`config.mk`:
```
export PLATFORM = sky130hd
export DESIGN_NAME = spi_cmd_slave
export DESIGN_NICKNAME = d
export VERILOG_FILES = /design/src/rtl/spi_cmd_pkg.sv /design/src/rtl/spi_sync_chain.sv /design/src/rtl/spi_frame_rx.sv /design/src/rtl/spi_status_tx.sv /design/src/rtl/spi_cmd_handoff.sv /design/src/rtl/spi_cmd_slave.sv
export SDC_FILE = /design/constraint.sdc
export NUM_CORES = 1
export LEC_CHECK = 0
export ABC_AREA = 1
export BUFFER_PORTS_ARGS = -buffer_cell sky130_fd_sc_hd__buf_2
export CAP_MARGIN = 40
export CORE_ASPECT_RATIO = 1.4
export CORE_MARGIN = 3
export CORE_UTILIZATION = 63
export CTS_BUF_LIST = sky130_fd_sc_hd__clkbuf_4
export DETAILED_ROUTE_END_ITERATION = 10
export GPL_ROUTABILITY_DRIVEN = 0
export PLACE_DENSITY = 0.86
export SETUP_SLACK_MARGIN = 0.02
export SLEW_MARGIN = 20
export SYNTH_ARGS = -nofsm -noshare
export SYNTH_HDL_FRONTEND = slang
export SYNTH_HIERARCHICAL = 1
export SYNTH_SLANG_ARGS = --single-unit
```
`constraint.sdc`:
```
create_clock -name clk -period 3.65 [get_ports clk]
set_input_delay 0.9125 -clock clk [delete_from_list [all_inputs] [get_ports clk]]
set_output_delay 0.9125 -clock clk [all_outputs]
set_load 0.005 [all_outputs]
```
`src/rtl/spi_cmd_pkg.sv`:
```
package spi_cmd_pkg;

   // Control field as it leaves the frame, bit 0 first on the wire.
   typedef struct packed {
      logic run;        // bit 4
      logic play_rec;   // bit 3
      logic power_up;   // bit 2
      logic ign_addr;   // bit 1
      logic cue;        // bit 0
   } ctrl_t;

   localparam int CTRL_BITS = $bits(ctrl_t);

   // Index of each synchronized SPI pin inside the synchronizer bus.
   localparam int PIN_MOSI = 0;
   localparam int PIN_SCLK = 1;
   localparam int PIN_SS_N = 2;
   localparam int PIN_CNT  = 3;

endpackage

```
`src/rtl/spi_sync_chain.sv`:
```
module spi_sync_chain #(
   parameter int WIDTH  = 3,
   parameter int STAGES = 2,
   parameter logic [WIDTH-1:0] RST_VAL = '0
) (
   input  logic             clk,
   input  logic             rst_n,
   input  logic [WIDTH-1:0] din,
   output logic [WIDTH-1:0] dout
);

   generate
      if (STAGES < 2) begin : g_bad_stages
         $error("spi_sync_chain: STAGES must be at least 2");
      end
      if (WIDTH < 1) begin : g_bad_width
         $error("spi_sync_chain: WIDTH must be at least 1");
      end
   endgenerate

   logic [WIDTH-1:0] stage_q [STAGES];

   always_ff @(posedge clk or negedge rst_n) begin
      if (!rst_n) begin
         stage_q[0] <= RST_VAL;
      end else begin
         stage_q[0] <= din;
      end
   end

   generate
      for (genvar s = 1; s < STAGES; s++) begin : g_stage
         always_ff @(posedge clk or negedge rst_n) begin
            if (!rst_n) begin
               stage_q[s] <= RST_VAL;
            end else begin
               stage_q[s] <= stage_q[s-1];
            end
         end
      end
   endgenerate

   assign dout = stage_q[STAGES-1];

endmodule

```
`src/rtl/spi_frame_rx.sv`:
```
module spi_frame_rx #(
   parameter int ADDR_W = 10,
   parameter int GAP_W  = 1,
   parameter int CTRL_W = 5,
   localparam int FRAME_W = ADDR_W + GAP_W + CTRL_W
) (
   input  logic              clk,
   input  logic              rst_n,
   input  logic              ss_n_lvl,
   input  logic              sclk_lvl,
   input  logic              mosi_lvl,
   output logic              frame_start,
   output logic              frame_ok,
   output logic              shift_out,
   output logic [ADDR_W-1:0] rx_addr,
   output logic [CTRL_W-1:0] rx_ctrl
);

   localparam int CNT_W = $clog2(FRAME_W + 2);
   localparam logic [CNT_W-1:0] CNT_FULL = CNT_W'(FRAME_W);
   localparam logic [CNT_W-1:0] CNT_OVER = CNT_W'(FRAME_W + 1);

   generate
      if (ADDR_W < 1 || CTRL_W < 1 || GAP_W < 0) begin : g_bad_fields
         $error("spi_frame_rx: field widths out of range");
      end
   endgenerate

   logic               ss_n_q;
   logic               sclk_q;
   logic               active;
   logic               ss_fall;
   logic               ss_rise;
   logic               sclk_rise;
   logic               sclk_fall;
   logic [FRAME_W-1:0] shreg_q;
   logic [CNT_W-1:0]   cnt_q;

   always_ff @(posedge clk or negedge rst_n) begin
      if (!rst_n) begin
         ss_n_q <= 1'b1;
         sclk_q <= 1'b0;
      end else begin
         ss_n_q <= ss_n_lvl;
         sclk_q <= sclk_lvl;
      end
   end

   assign active    = ~ss_n_lvl;
   assign ss_fall   = ss_n_q & ~ss_n_lvl;
   assign ss_rise   = ~ss_n_q & ss_n_lvl;
   assign sclk_rise = active & sclk_lvl & ~sclk_q;
   assign sclk_fall = active & ~sclk_lvl & sclk_q;

   // Shift right so that the first bit on the wire ends in bit 0.
   always_ff @(posedge clk or negedge rst_n) begin
      if (!rst_n) begin
         shreg_q <= '0;
         cnt_q   <= '0;
      end else if (ss_fall) begin
         cnt_q   <= '0;
      end else if (sclk_rise) begin
         shreg_q <= {mosi_lvl, shreg_q[FRAME_W-1:1]};
         if (cnt_q != CNT_OVER) begin
            cnt_q <= cnt_q + 1'b1;
         end
      end
   end

   assign frame_start = ss_fall;
   assign frame_ok    = ss_rise && (cnt_q == CNT_FULL);
   assign shift_out   = sclk_fall;
   assign rx_addr     = shreg_q[ADDR_W-1:0];
   assign rx_ctrl     = shreg_q[FRAME_W-1 -: CTRL_W];

   // the edge counter saturates one past a full frame.
   assert_cnt_saturates_R7: assert property (@(posedge clk) disable iff (!rst_n)
      cnt_q <= CNT_OVER);

   // no shift happens while the block is deselected.
   assert_idle_no_shift_R9: assert property (@(posedge clk) disable iff (!rst_n)
      ss_n_lvl |=> $stable(shreg_q));

endmodule

```
`src/rtl/spi_status_tx.sv`:
```
module spi_status_tx #(
   parameter int ROW_W   = 10,
   parameter int FRAME_W = 16,
   localparam int STAT_W = ROW_W + 2,
   localparam int FILL_W = FRAME_W - STAT_W
) (
   input  logic             clk,
   input  logic             rst_n,
   input  logic             load,
   input  logic             shift,
   input  logic             stat_ovf,
   input  logic             stat_eom,
   input  logic [ROW_W-1:0] stat_row,
   output logic             miso
);

   generate
      if (FILL_W < 0) begin : g_bad_frame
         $error("spi_status_tx: frame too short for the status word");
      end
   endgenerate

   logic [FRAME_W-1:0] load_word;
   logic [FRAME_W-1:0] txreg_q;

   generate
      if (FILL_W > 0) begin : g_fill
         assign load_word = {{FILL_W{1'b0}}, stat_row, stat_eom, stat_ovf};
      end else begin : g_nofill
         assign load_word = {stat_row, stat_eom, stat_ovf};
      end
   endgenerate

   always_ff @(posedge clk or negedge rst_n) begin
      if (!rst_n) begin
         txreg_q <= '0;
      end else if (load) begin
         txreg_q <= load_word;
      end else if (shift) begin
         txreg_q <= {1'b0, txreg_q[FRAME_W-1:1]};
      end
   end

   assign miso = txreg_q[0];

   // MISO moves only after a load or a falling SCLK edge.
   assert_miso_holds_R4: assert property (@(posedge clk) disable iff (!rst_n)
      (!load && !shift) |=> $stable(miso));

endmodule

```
`src/rtl/spi_cmd_handoff.sv`:
```
module spi_cmd_handoff
   import spi_cmd_pkg::*;
#(
   parameter int ADDR_W = 10,
   parameter int CTRL_W = 5
) (
   input  logic              clk,
   input  logic              rst_n,
   input  logic              frame_ok,
   input  logic              frame_start,
   input  logic              irq_pending,
   input  logic [ADDR_W-1:0] rx_addr,
   input  logic [CTRL_W-1:0] rx_ctrl,
   output logic [ADDR_W-1:0] cmd_addr,
   output logic [CTRL_W-1:0] cmd_ctrl,
   output logic              cmd_valid,
   output logic              irq_clear
);

   generate
      if (CTRL_W != CTRL_BITS) begin : g_bad_ctrl
         $error("spi_cmd_handoff: CTRL_W must match the control field type");
      end
   endgenerate

   ctrl_t             ctrl_q;
   logic [ADDR_W-1:0] addr_q;
   logic              valid_q;
   logic              clr_q;

   always_ff @(posedge clk or negedge rst_n) begin
      if (!rst_n) begin
         ctrl_q  <= '0;
         addr_q  <= '0;
         valid_q <= 1'b0;
      end else begin
         valid_q <= frame_ok;
         if (frame_ok) begin
            addr_q <= rx_addr;
            ctrl_q <= ctrl_t'(rx_ctrl);
         end
      end
   end

   always_ff @(posedge clk or negedge rst_n) begin
      if (!rst_n) begin
         clr_q <= 1'b0;
      end else begin
         clr_q <= frame_start & irq_pending;
      end
   end

   assign cmd_addr  = addr_q;
   assign cmd_ctrl  = ctrl_q;
   assign cmd_valid = valid_q;
   assign irq_clear = clr_q;

   // the command strobe is a single cycle.
   assert_valid_one_cycle_R6: assert property (@(posedge clk) disable iff (!rst_n)
      cmd_valid |=> !cmd_valid);

   // command fields move only together with the strobe.
   assert_cmd_holds_R6: assert property (@(posedge clk) disable iff (!rst_n)
      !cmd_valid |-> ($stable(cmd_addr) && $stable(cmd_ctrl)));

   // the clear request is a single cycle.
   assert_clear_one_cycle_R8: assert property (@(posedge clk) disable iff (!rst_n)
      irq_clear |=> !irq_clear);

endmodule

```
`src/rtl/spi_cmd_slave.sv`:
```
module spi_cmd_slave
   import spi_cmd_pkg::*;
#(
   parameter int ADDR_W      = 10,
   parameter int GAP_W       = 1,
   parameter int CTRL_W      = 5,
   parameter int ROW_W       = 10,
   parameter int SYNC_STAGES = 2
) (
   input  logic              clk,
   input  logic              rst_n,
   input  logic              sclk,
   input  logic              mosi,
   input  logic              ss_n,
   output logic              miso,
   input  logic              stat_ovf,
   input  logic              stat_eom,
   input  logic [ROW_W-1:0]  stat_row,
   input  logic              irq_pending,
   output logic [ADDR_W-1:0] cmd_addr,
   output logic [CTRL_W-1:0] cmd_ctrl,
   output logic              cmd_valid,
   output logic              irq_clear
);

   localparam int FRAME_W = ADDR_W + GAP_W + CTRL_W;
   localparam logic [PIN_CNT-1:0] PIN_RST = PIN_CNT'(1 << PIN_SS_N);

   logic [PIN_CNT-1:0] pins_raw;
   logic [PIN_CNT-1:0] pins_sync;
   logic               frame_start;
   logic               frame_ok;
   logic               shift_out;
   logic [ADDR_W-1:0]  rx_addr;
   logic [CTRL_W-1:0]  rx_ctrl;

   always_comb begin
      pins_raw           = '0;
      pins_raw[PIN_MOSI] = mosi;
      pins_raw[PIN_SCLK] = sclk;
      pins_raw[PIN_SS_N] = ss_n;
   end

   spi_sync_chain #(
      .WIDTH   (PIN_CNT),
      .STAGES  (SYNC_STAGES),
      .RST_VAL (PIN_RST)
   ) u_sync (
      .clk   (clk),
      .rst_n (rst_n),
      .din   (pins_raw),
      .dout  (pins_sync)
   );

   spi_frame_rx #(
      .ADDR_W (ADDR_W),
      .GAP_W  (GAP_W),
      .CTRL_W (CTRL_W)
   ) u_rx (
      .clk         (clk),
      .rst_n       (rst_n),
      .ss_n_lvl    (pins_sync[PIN_SS_N]),
      .sclk_lvl    (pins_sync[PIN_SCLK]),
      .mosi_lvl    (pins_sync[PIN_MOSI]),
      .frame_start (frame_start),
      .frame_ok    (frame_ok),
      .shift_out   (shift_out),
      .rx_addr     (rx_addr),
      .rx_ctrl     (rx_ctrl)
   );

   spi_status_tx #(
      .ROW_W   (ROW_W),
      .FRAME_W (FRAME_W)
   ) u_tx (
      .clk      (clk),
      .rst_n    (rst_n),
      .load     (frame_start),
      .shift    (shift_out),
      .stat_ovf (stat_ovf),
      .stat_eom (stat_eom),
      .stat_row (stat_row),
      .miso     (miso)
   );

   spi_cmd_handoff #(
      .ADDR_W (ADDR_W),
      .CTRL_W (CTRL_W)
   ) u_handoff (
      .clk         (clk),
      .rst_n       (rst_n),
      .frame_ok    (frame_ok),
      .frame_start (frame_start),
      .irq_pending (irq_pending),
      .rx_addr     (rx_addr),
      .rx_ctrl     (rx_ctrl),
      .cmd_addr    (cmd_addr),
      .cmd_ctrl    (cmd_ctrl),
      .cmd_valid   (cmd_valid),
      .irq_clear   (irq_clear)
   );

   // a command is handed over only once select is back high.
   assert_valid_after_release_R6: assert property (@(posedge clk) disable iff (!rst_n)
      cmd_valid |-> pins_sync[PIN_SS_N]);

   // a clear request follows a transfer start, which needs select low.
   assert_clear_in_frame_R8: assert property (@(posedge clk) disable iff (!rst_n)
      irq_clear |-> !pins_sync[PIN_SS_N]);

endmodule

```
==> Flow_metrics.wiki, run 1 <==
{| class="wikitable"
! Metric !! Value
|-
| Static Leak || 0.00152 uW
|-
| Routed wirelength normalized by instance count || 11.7 um
|-
| Average instance area after synthesis || 9.35 um^2
|-
| Start of the worst register-to-register path || u_rx/ss_n_q
|-
| Final-report hold violation count || 0
|-
| Number of instances resized during post-cts repair || 0
|-
| Detailed-routed wire length on met3 || 218 um
|-
| Post-Synthesis Cell Area || 2590 um^2
|-
| Grt ovf || 0
|-
| Number of flops mapped to enable cells by yosys || 0
|-
| Type of the worst setup path || reg2reg
|-
| Quantity of I/O buffers inserted on ports || 35
|-
| Fraction of final layout cells with drive strength greater than 1 || 23.9%
|-
| Final sum of negative setup slack || 0 ps
|-
| Total setup buffers inserted after CTS || 0
|-
| Later-pin clock latency in the skew report || 380 ps
|-
| Total of flip-flops plus latches after synthesis || 58
|-
| Max-cap violations || 0
|-
| 1st-iter DRT viols || 46
|-
| Total half-perimeter wirelength after legalization and detailed placement || 2.93 mm
|-
| Final period demand of the worst path || 1830 ps
|-
| Yosys warns || 6
|-
| Unrepaired setup endpoints after global routing || no
|-
| Clock skew after layout || 9.92 ps
|-
| Chip Height || 81.9 um
|-
| Layout Nets || 318
|-
| Async set-or-reset flop fraction in the synthesized netlist || 100%
|-
| Number of buffers added by the clock tree synthesis step || 9
|-
| Global-route wire length before repair || 6.91 mm
|-
| Number of vias after detailed routing || 1760
|-
| Portion of the clock cycle consumed by the worst path in the final layout || 50.1%
|-
| Fmax || 0.547 GHz
|-
| Clk sink count || 58
|-
| Number of antenna violations at the first check in global routing || 0
|-
| Worst Path Required || 3910 ps
|-
| Endpoint type of the worst setup path || flop
|-
| DRC Markers || 0
|-
| TritonCTS clock tree || built
|-
| Area growth from synthesis to layout || 5.60%
|-
| Overall die width || 60.2 um
|-
| Most used flip-flop cell after synthesis || dfrtp_1
|-
| Top cell type's share of synthesized area || 53.1%
|-
| Power density normalized to cell area || 490 nW/um^2
|-
| Sequential cell area fraction in the yosys report || 56.2%
|-
| Hold-fix buffers, CTS || 0
|-
| Crit-path max FO || 17
|-
| Most area-hungry cell type in the Yosys netlist || dfrtp_1
|-
| Via count of the first global-routing pass || 1647
|-
| Area enclosed by the die boundary || 4930 um^2
|-
| Relative max-transition margin || 68.1%
|-
| Number of endpoints failing setup at the final stage || 0
|-
| Met2 routed wirelength || 2.02 mm
|-
| Run status || finished clean
|-
| Initial core utilization || 68.0%
|-
| Num ports || 36
|-
| Final non-filler cell total || 343
|-
| Cell with the most instances after synthesis || nand2_1
|-
| Arr. time, crit path || 2090 ps
|-
| Gate count after technology mapping || 277
|-
| Post-Place Cells || 328
|-
| Pin count of the biggest net entering global routing || 32
|-
| Master cell of the clock root buffer || clkbuf_4
|-
| Highest metal layer with signal wires || met4
|-
| Unique masters post-synth || 26
|-
| Top post-synthesis cells by count || nand2_1, dfrtp_1, nand3_1
|-
| Clock-pin slew on the worst setup and hold paths || 80 ps
|-
| Critical path launch point type || flop
|-
| Detailed-routing iteration count for the pre-antenna-repair pass || 4
|-
| Synth Net Count || 298
|-
| Worst Hold Class || reg2reg
|-
| Hold wc startpoint || u_sync/stage_q[5]
|-
| Post-route total power || 1340 uW
|-
| Number of max-slew violations in the final report || 0
|-
| Routed Antenna Nets || 0
|-
| Dominant cells by area after synthesis || dfrtp_1, nand2_1, buf_4, nand3_1, dfstp_2
|-
| Share of the core filled with cells in the final layout || 71.9%
|-
| Critical path launch point || u_rx/ss_n_q
|-
| Least-Margin Pin Slew || 479 ps
|-
| Peak supply drop || 0.447 mV
|-
| Placeable Area || 3810 um^2
|-
| Total wire length after detailed routing || 4.01 mm
|-
| Vias per cell || 5.13
|-
| Worst-case clock buffer depth || 2
|-
| Number of antenna repair diodes || 0
|-
| H-tree level count || 3
|-
| Number of standard-cell rows in the floorplan || 26
|-
| M1 WL || 1.69 mm
|-
| Overall Global Routing Usage || 19.3%
|}
[area by class of cell]
type	instances	area, um^2
clock buffer	11	82.6
timing repair buffer	39	218
multi-input combinational	177	833
clock inverter	4	43.8
sequential	58	1460
inverter	12	50.0
tap	42	52.6
fill	318	1070
[through the flow]
stage | hold WS, ps | worst slack, ps | cell area, um^2
floorplan | 331 | 2180 | 2590
global placement | 335 | 1670 | 2580
detailed placement | 351 | 1860 | 2610
CTS | 363 | 1790 | 2740
global route | 368 | 1670 | 2740
finish | 361 | 1820 | 2740
[power by group]
part	internal [uW]	switching (uW)
registers	711	59.7
clock network	217	206
logic	60.8	86.3
[worst paths after layout]
check	end	slack, ps	cells past startpoint
setup / recovery	u_tx/txreg_q[0]	1820	5
hold / removal	u_sync/dout[2]	360	0
setup reg to reg	u_tx/txreg_q[0]	1820	5
hold reg to reg	u_sync/dout[2]	360	0
max in group asynchronous	u_sync/stage_q[5]	2450	3
min in group asynchronous	u_handoff/cmd_ctrl[1]	410	1
[cells in the final DEF, fill, tap and decap left out, drive strengths merged]
cell / Yosys / final
dfstp: 3 / 3
nand2: 114 / 114
or2: 1 / 1
clkinv: 0 / 3
buf: 30 / 39
nor3: 2 / 2
nor2: 4 / 4
dfrtp: 55 / 55
nand4: 2 / 2
nand3: 30 / 30
bufinv: 0 / 1
a21oi: 1 / 1
inv: 12 / 12
o21ai: 20 / 20
ha: 3 / 3
clkbuf: 0 / 11
[critical path, cell delays in order, from the launching register on]
cell and delay [ps]:
dfstp_2 780, nand2_4 140, inv_1 390, inv_2 190, nand3_1 130, nand3_1 90
[metal layers]
layer  track usage, %  vias to the layer above
met5                0                        -
met3             6.60                        9
met1             21.3                      796
li1                 -                      905
met2             32.0                       50
met4             10.4                        0
[state kept, by name, indices dropped and copies added (netlist names)]
signal	flops
u_sync/dout	3
u_handoff/cmd_ctrl	5
u_handoff/cmd_addr	10
u_tx/txreg_q	12
u_rx/sclk_q	1
u_rx/cnt_q	5
u_rx/ss_n_q	1
u_sync/stage_q	3
u_handoff/cmd_valid	1
u_handoff/irq_clear	1
u_rx/shreg_q	16
[cell families after synthesis]
| kind of cell | after synthesis | share of synthesized area, % |
|---|---|---|
| AND/OR/NAND/NOR | 153 | 26.5 |
| flip-flops | 58 | 56.2 |
| buffers and inverters | 42 | 11.8 |
| AO/OA/AOI/OAI | 21 | 4.06 |
| adder cells (fa/ha/maj) | 3 | 1.45 |
No activity file was read; power rests on OpenSTA's default activity.
==> run 2, diff against run 1 <==
--- a/config.mk
+++ b/config.mk
@@ -10,11 +10,11 @@
 export CAP_MARGIN = 40
 export CORE_ASPECT_RATIO = 1.4
 export CORE_MARGIN = 3
-export CORE_UTILIZATION = 63
+export CORE_UTILIZATION = 59
 export CTS_BUF_LIST = sky130_fd_sc_hd__clkbuf_4
 export DETAILED_ROUTE_END_ITERATION = 10
 export GPL_ROUTABILITY_DRIVEN = 0
-export PLACE_DENSITY = 0.86
+export PLACE_DENSITY = 0.82
 export SETUP_SLACK_MARGIN = 0.02
 export SLEW_MARGIN = 20
 export SYNTH_ARGS = -nofsm -noshare
==> constraint.sdc (replaced) <==
create_clock -name clk -period 1.7 [get_ports clk]
set_input_delay 0.425 -clock clk [delete_from_list [all_inputs] [get_ports clk]]
set_output_delay 0.425 -clock clk [all_outputs]
set_load 0.005 [all_outputs]
==> run 2 against run 1 <==
Compared with the run above:
- maximum frequency up 23%
- clock skew is 1.5 ps higher
- design area is 3.2% higher
- via count increased by 3.1%
- first-iteration DRC count grew 100%
- sequential share of layout area fell by 1.7 points
- non-clock buffer count increased by 4
- global-route usage decreased by 0.81 points
- total power grew 130%
- worst hold slack worse by 230 ps
- sequential power grew 110%
- highest routed layer unchanged
==> Flow_metrics.wiki, run 2 (synthesis results as in run 1) <==
{| class="wikitable"
! Metric !! Value
|-
| Number of antenna repair diodes || 0
|-
| Placeable Area || 4090 um^2
|-
| Global-route wire length before repair || 7.25 mm
|-
| Peak supply drop || 0.728 mV
|-
| Num ports || 36
|-
| Layout Nets || 322
|-
| Clock skew after layout || 11.5 ps
|-
| TritonCTS clock tree || built
|-
| Critical path launch point || u_sync/dout[2]
|-
| Crit-path max FO || 12
|-
| Worst Path Required || 2020 ps
|-
| 1st-iter DRT viols || 92
|-
| Number of antenna violations at the first check in global routing || 0
|-
| Type of the worst setup path || reg2reg
|-
| Worst-case clock buffer depth || 2
|-
| Routed wirelength normalized by instance count || 11.0 um
|-
| Final-report hold violation count || 0
|-
| Area enclosed by the die boundary || 5230 um^2
|-
| Sequential cell area in the final layout || 1460 um^2
|-
| Endpoint type of the worst setup path || flop
|-
| H-tree level count || 3
|-
| Number of filler cells placed in the layout || 325
|-
| Area growth from synthesis to layout || 9.03%
|-
| Least-Margin Pin Slew || 453 ps
|-
| Quantity of I/O buffers inserted on ports || 35
|-
| Relative max-transition margin || 69.8%
|-
| Fmax || 0.671 GHz
|-
| Top library cells by usage in the layout, fill and taps aside || nand2_1, dfrtp_1, buf_2
|-
| Static Leak || 0.00155 uW
|-
| Number of vias after detailed routing || 1815
|-
| Post-detailed-placement cell area || 2650 um^2
|-
| Leading cell type in the layout, fill and taps excluded || nand2_1
|-
| Arr. time, crit path || 1810 ps
|-
| Initial core utilization || 63.4%
|-
| Total wire length after detailed routing || 4.02 mm
|-
| Grt ovf || 0
|-
| DRC Markers || 0
|-
| Hold wc startpoint || ss_n
|-
| Max-cap violations || 0
|-
| Pin count of the biggest net entering global routing || 59
|-
| Number of standard-cell rows in the floorplan || 27
|-
| Routed Antenna Nets || 0
|-
| Total half-perimeter wirelength after legalization and detailed placement || 2.72 mm
|-
| Register with the most flip-flops || u_rx/shreg_q
|-
| Power density normalized to cell area || 1100 nW/um^2
|-
| Unrepaired setup endpoints after global routing || no
|-
| Clock-pin slew on the worst setup and hold paths || 90 ps
|-
| Run status || finished clean
|-
| Number of endpoints failing setup at the final stage || 0
|-
| Start of the worst register-to-register path || u_sync/dout[2]
|-
| Via count of the first global-routing pass || 1743
|-
| Final period demand of the worst path || 1490 ps
|-
| Final Cell Area || 2820 um^2
|-
| Vias per cell || 4.99
|-
| Number of flip-flops in the largest register || 16
|-
| Critical path launch point type || flop
|-
| Worst Hold Class || in2reg
|-
| Chip Height || 84.4 um
|-
| Master cell of the clock root buffer || clkbuf_4
|-
| Portion of the clock cycle consumed by the worst path in the final layout || 87.7%
|-
| Number of max-slew violations in the final report || 0
|-
| Number of buffers added by the clock tree synthesis step || 9
|-
| Area of the multi-input gates || 840 um^2
|-
| Overall die width || 62.0 um
|-
| Fraction of final layout cells with drive strength greater than 1 || 24.8%
|-
| Later-pin clock latency in the skew report || 390 ps
|-
| Clk sink count || 58
|-
| Detailed-routing iteration count for the pre-antenna-repair pass || 4
|-
| Final sum of negative setup slack || 0 ps
|-
| Overall Global Routing Usage || 18.5%
|}
-- run 2: cell count changes in the layout (fill, tap and decap cells not counted) --
cell,before,now
nor3_2,1,0
buf_4,3,6
clkbuf_4,11,10
dlygate4sd3_1,0,1
clkinvlp_4,0,1
nor3_4,0,1
bufinv_16,1,2
-- run 2: final timing paths --
path	end	slack, ps	cells past startpoint
min in group asynchronous	u_handoff/cmd_addr[9]	550	3
setup reg to reg	u_tx/txreg_q[8]	210	6
hold reg to reg	u_sync/dout[0]	360	0
hold / removal	u_sync/stage_q[5]	130	1
setup / recovery	u_tx/txreg_q[8]	210	6
max in group asynchronous	u_sync/dout[2]	850	3
-- run 2: final cells by class --
cell class / instances / area share [%]
repair buffers: 43 / 8.86
well taps: 58 / 2.57
clock inverters: 6 / 2.88
multi-input cells: 177 / 29.7
inverters: 12 / 1.77
flip-flops and latches: 58 / 51.5
clock buffers: 10 / 2.66
-- run 2: worst max-delay path, cell delays in order, from the launching register on --
cell and delay [ps]:
dfstp_2 570, inv_2 60, nand2_4 110, inv_1 90, nor2_2 390, nand2_1 110, nand3_1 90
-- run 2: power by group --
group	switching, uW	internal [uW]	leakage (uW)	total (uW)
registers	113	1530	0.000756	1640
clock network	488	603	0.0000838	1090
logic	214	149	0.000715	363
-- run 2: timing repair --
item	in CTS	in global routing
resized for setup	0	1
buffers inserted	0	0
endpoints found under the setup margin	0	2
hold buffers	1	0
endpoints found under the hold margin	6	0
-- run 2: metal layers --
metal / global-route usage, % / routed length [um]
met4: 8.69 / 47
met3: 6.77 / 212
met1: 22.0 / 1690
met5: 0 / 0
met2: 28.8 / 2070
-- run 2: per-stage QoR --
| step | cells | hold slack, ps | utilization, % | worst slack [ps] | total power [uW] |
|---|---|---|---|---|---|
| after floorplan | 277 | 129 | - | 234 | 1980 |
| after global placement | 347 | 332 | 64.9 | 229 | 2000 |
| after detailed placement | 347 | 340 | 64.9 | 163 | 2030 |
| after CTS | 364 | 96.9 | 68.9 | 142 | 3130 |
| after global routing | 364 | 93.3 | 69.1 | 65.3 | 3280 |
| final | 364 | 128 | 69.1 | 209 | 3090 |
==> run 3, diff against run 2 <==
--- a/config.mk
+++ b/config.mk
@@ -8,13 +8,15 @@
 export ABC_AREA = 1
 export BUFFER_PORTS_ARGS = -buffer_cell sky130_fd_sc_hd__buf_2
 export CAP_MARGIN = 40
+export CELL_PAD_IN_SITES_DETAIL_PLACEMENT = 0
+export CELL_PAD_IN_SITES_GLOBAL_PLACEMENT = 2
 export CORE_ASPECT_RATIO = 1.4
 export CORE_MARGIN = 3
-export CORE_UTILIZATION = 59
-export CTS_BUF_LIST = sky130_fd_sc_hd__clkbuf_4
+export CORE_UTILIZATION = 35
+export CTS_CLUSTER_SIZE = 16
 export DETAILED_ROUTE_END_ITERATION = 10
 export GPL_ROUTABILITY_DRIVEN = 0
-export PLACE_DENSITY = 0.82
+export PLACE_DENSITY_LB_ADDON = 0.1
 export SETUP_SLACK_MARGIN = 0.02
 export SLEW_MARGIN = 20
 export SYNTH_ARGS = -nofsm -noshare
==> run 3 against run 2 <==
Compared with the run above:
- combinational power is essentially flat
- clock-buffer cell count grew 2
- critical path depth grew 2
- register-to-register slack gained 40 ps
- via count shrank 1.2%
- non-clock buffer count grew 2
==> Flow_metrics.wiki, run 3 (synthesis results as in run 1) <==
{| class="wikitable"
! Metric !! Value
|-
| Number of antenna violations at the first check in global routing || 0
|-
| Pint || 2740 uW
|-
| Clk network pwr share || 44.1%
|-
| Fmax || 0.690 GHz
|-
| Worst Path Required || 1930 ps
|-
| Vias per cell || 4.45
|-
| Number of vias after detailed routing || 1794
|-
| Number of buffers added by the clock tree synthesis step || 9
|-
| Final non-filler cell total || 403
|-
| Quantity of I/O buffers inserted on ports || 35
|-
| Worst hold slack || 56.9 ps
|-
| Chip Height || 108 um
|-
| Area growth from synthesis to layout || 15.3%
|-
| Number of antenna repair diodes || 0
|-
| Leading cell type in the layout, fill and taps excluded || nand2_1
|-
| Worst-case clock buffer depth || 2
|-
| Relative contribution of sequential cells to total power || 45.7%
|-
| Later-pin clock latency in the skew report || 340 ps
|-
| Top library cells by usage in the layout, fill and taps aside || nand2_1, dfrtp_1, buf_2
|-
| Final period demand of the worst path || 1450 ps
|-
| Register-to-Register Setup Slack || 250 ps
|-
| Pin count of the biggest net entering global routing || 21
|-
| Register with the most flip-flops || u_rx/shreg_q
|-
| Power density normalized to cell area || 1210 nW/um^2
|-
| Relative max-transition margin || 66.1%
|-
| Area enclosed by the die boundary || 8480 um^2
|-
| Clock skew after layout || 12.1 ps
|-
| Comb pwr share || 10.2%
|-
| TritonCTS clock tree || built
|-
| Crit-path max FO || 17
|-
| Number of cells traversed by the worst register-to-register path || 8
|-
| Least-Margin Pin Slew || 509 ps
|-
| Total wire length after detailed routing || 4.91 mm
|-
| Peak supply drop || 0.489 mV
|-
| Number of endpoints failing setup at the final stage || 0
|-
| Layout Nets || 324
|-
| Number of instances resized during post-cts repair || 0
|-
| Total setup buffers inserted after CTS || 0
|-
| Routed Antenna Nets || 0
|-
| Via count of the first global-routing pass || 1793
|-
| Final sum of negative setup slack || 0 ps
|-
| Number of max-slew violations in the final report || 0
|-
| Overall die width || 78.7 um
|-
| Final-report hold violation count || 0
|-
| Critical path launch point type || flop
|-
| Initial core utilization || 36.6%
|-
| Global-route wire length before repair || 8.45 mm
|-
| Total half-perimeter wirelength after legalization and detailed placement || 3.34 mm
|-
| Endpoint of the lowest-slack register-to-register path || u_handoff/cmd_ctrl[1]
|-
| Unrepaired setup endpoints after global routing || no
|-
| Arr. time, crit path || 1680 ps
|-
| DRC Markers || 0
|-
| Start of the worst register-to-register path || u_rx/cnt_q[0]
|-
| Post-Place Cells || 387
|-
| Clk sink count || 58
|-
| Clock-pin slew on the worst setup and hold paths || 70 ps
|-
| Endpoint type of the worst setup path || flop
|-
| Type of the worst setup path || reg2reg
|-
| Grt ovf || 0
|-
| Switch Pwr || 866 uW
|-
| Static Leak || 0.00160 uW
|-
| 1st-iter DRT viols || 79
|-
| Detailed-routing iteration count for the pre-antenna-repair pass || 6
|-
| Run status || finished clean
|-
| Portion of the clock cycle consumed by the worst path in the final layout || 85.2%
|-
| H-tree level count || 3
|-
| Max-cap violations || 0
|-
| Number of flip-flops in the largest register || 16
|-
| Num ports || 36
|-
| Placeable Area || 7070 um^2
|-
| Switching share of power || 24.1%
|-
| Worst Hold Class || in2async
|-
| Overall Global Routing Usage || 13.1%
|-
| Routed wirelength normalized by instance count || 12.2 um
|-
| Number of standard-cell rows in the floorplan || 36
|-
| Master cell of the clock root buffer || clkbuf_8
|-
| Fraction of final layout cells with drive strength greater than 1 || 25.6%
|-
| Hold-fix buffers, CTS || 0
|}
## run 3: cell count changes in the layout (fill, tap and decap cells not counted), moves of 2 or more
cell	change
clkbuf_8	+11
buf_4	+2
clkinv_2	-2
clkbuf_4	-10
## run 3: cell type report
cell class | count | area (um^2)
multi-input cells | 177 | 833
clock buffers | 12 | 155
flip-flops and latches | 58 | 1460
clock inverters | 4 | 97.6
well taps | 95 | 119
fillers | 748 | 4090
inverters | 12 | 50.0
repair buffers | 45 | 275
## run 3: per-layer routing
metal  track usage (%)  up-vias  wire length [um]
met2              20.8       33              2400
met1              15.4      844              2240
li1                  -      912                 -
met4              7.12        0                64
met3              4.44        5               195
met5                 0        -                 0
## run 3: worst max path at each step
stage,end,startpoint,slack (ps)
after floorplan,u_handoff/cmd_addr[0],u_rx/ss_n_q,230
after global placement,u_handoff/cmd_ctrl[2],u_rx/cnt_q[3],220
after detailed placement,u_handoff/cmd_ctrl[1],u_rx/cnt_q[0],240
after CTS,u_handoff/cmd_ctrl[1],u_rx/cnt_q[0],240
after global routing,u_handoff/cmd_ctrl[0],u_rx/cnt_q[0],120
final,u_handoff/cmd_ctrl[1],u_rx/cnt_q[0],250
## run 3: power groups by stage
stage / clock network [uW] / registers [uW] / logic, uW
finish: 1590 / 1650 / 366
global route: 1710 / 1660 / 431
CTS: 1640 / 1650 / 376
detailed placement: 0 / 1670 / 372
global placement: 0 / 1670 / 369
floorplan: 0 / 1630 / 351
## run 3: worst max-delay path, cell delays in order, from the launching register on
cell and delay (ps):
dfrtp_1 440, inv_1 110, ha_1 160, nand3_1 90, nor3_2 190, buf_12 180
inv_6 70, nand2_1 70, nand2_1 50
## run 3: metrics by stage
step / area [um^2] / total power, uW / setup slack [ps] / util (%)
after floorplan: 2590 / 1980 / 234 / -
after global placement: 2730 / 2040 / 223 / 38.6
after detailed placement: 2730 / 2040 / 240 / 38.6
after CTS: 2990 / 3660 / 242 / 42.2
after global routing: 2990 / 3810 / 116 / 42.2
final: 2990 / 3600 / 251 / 42.2
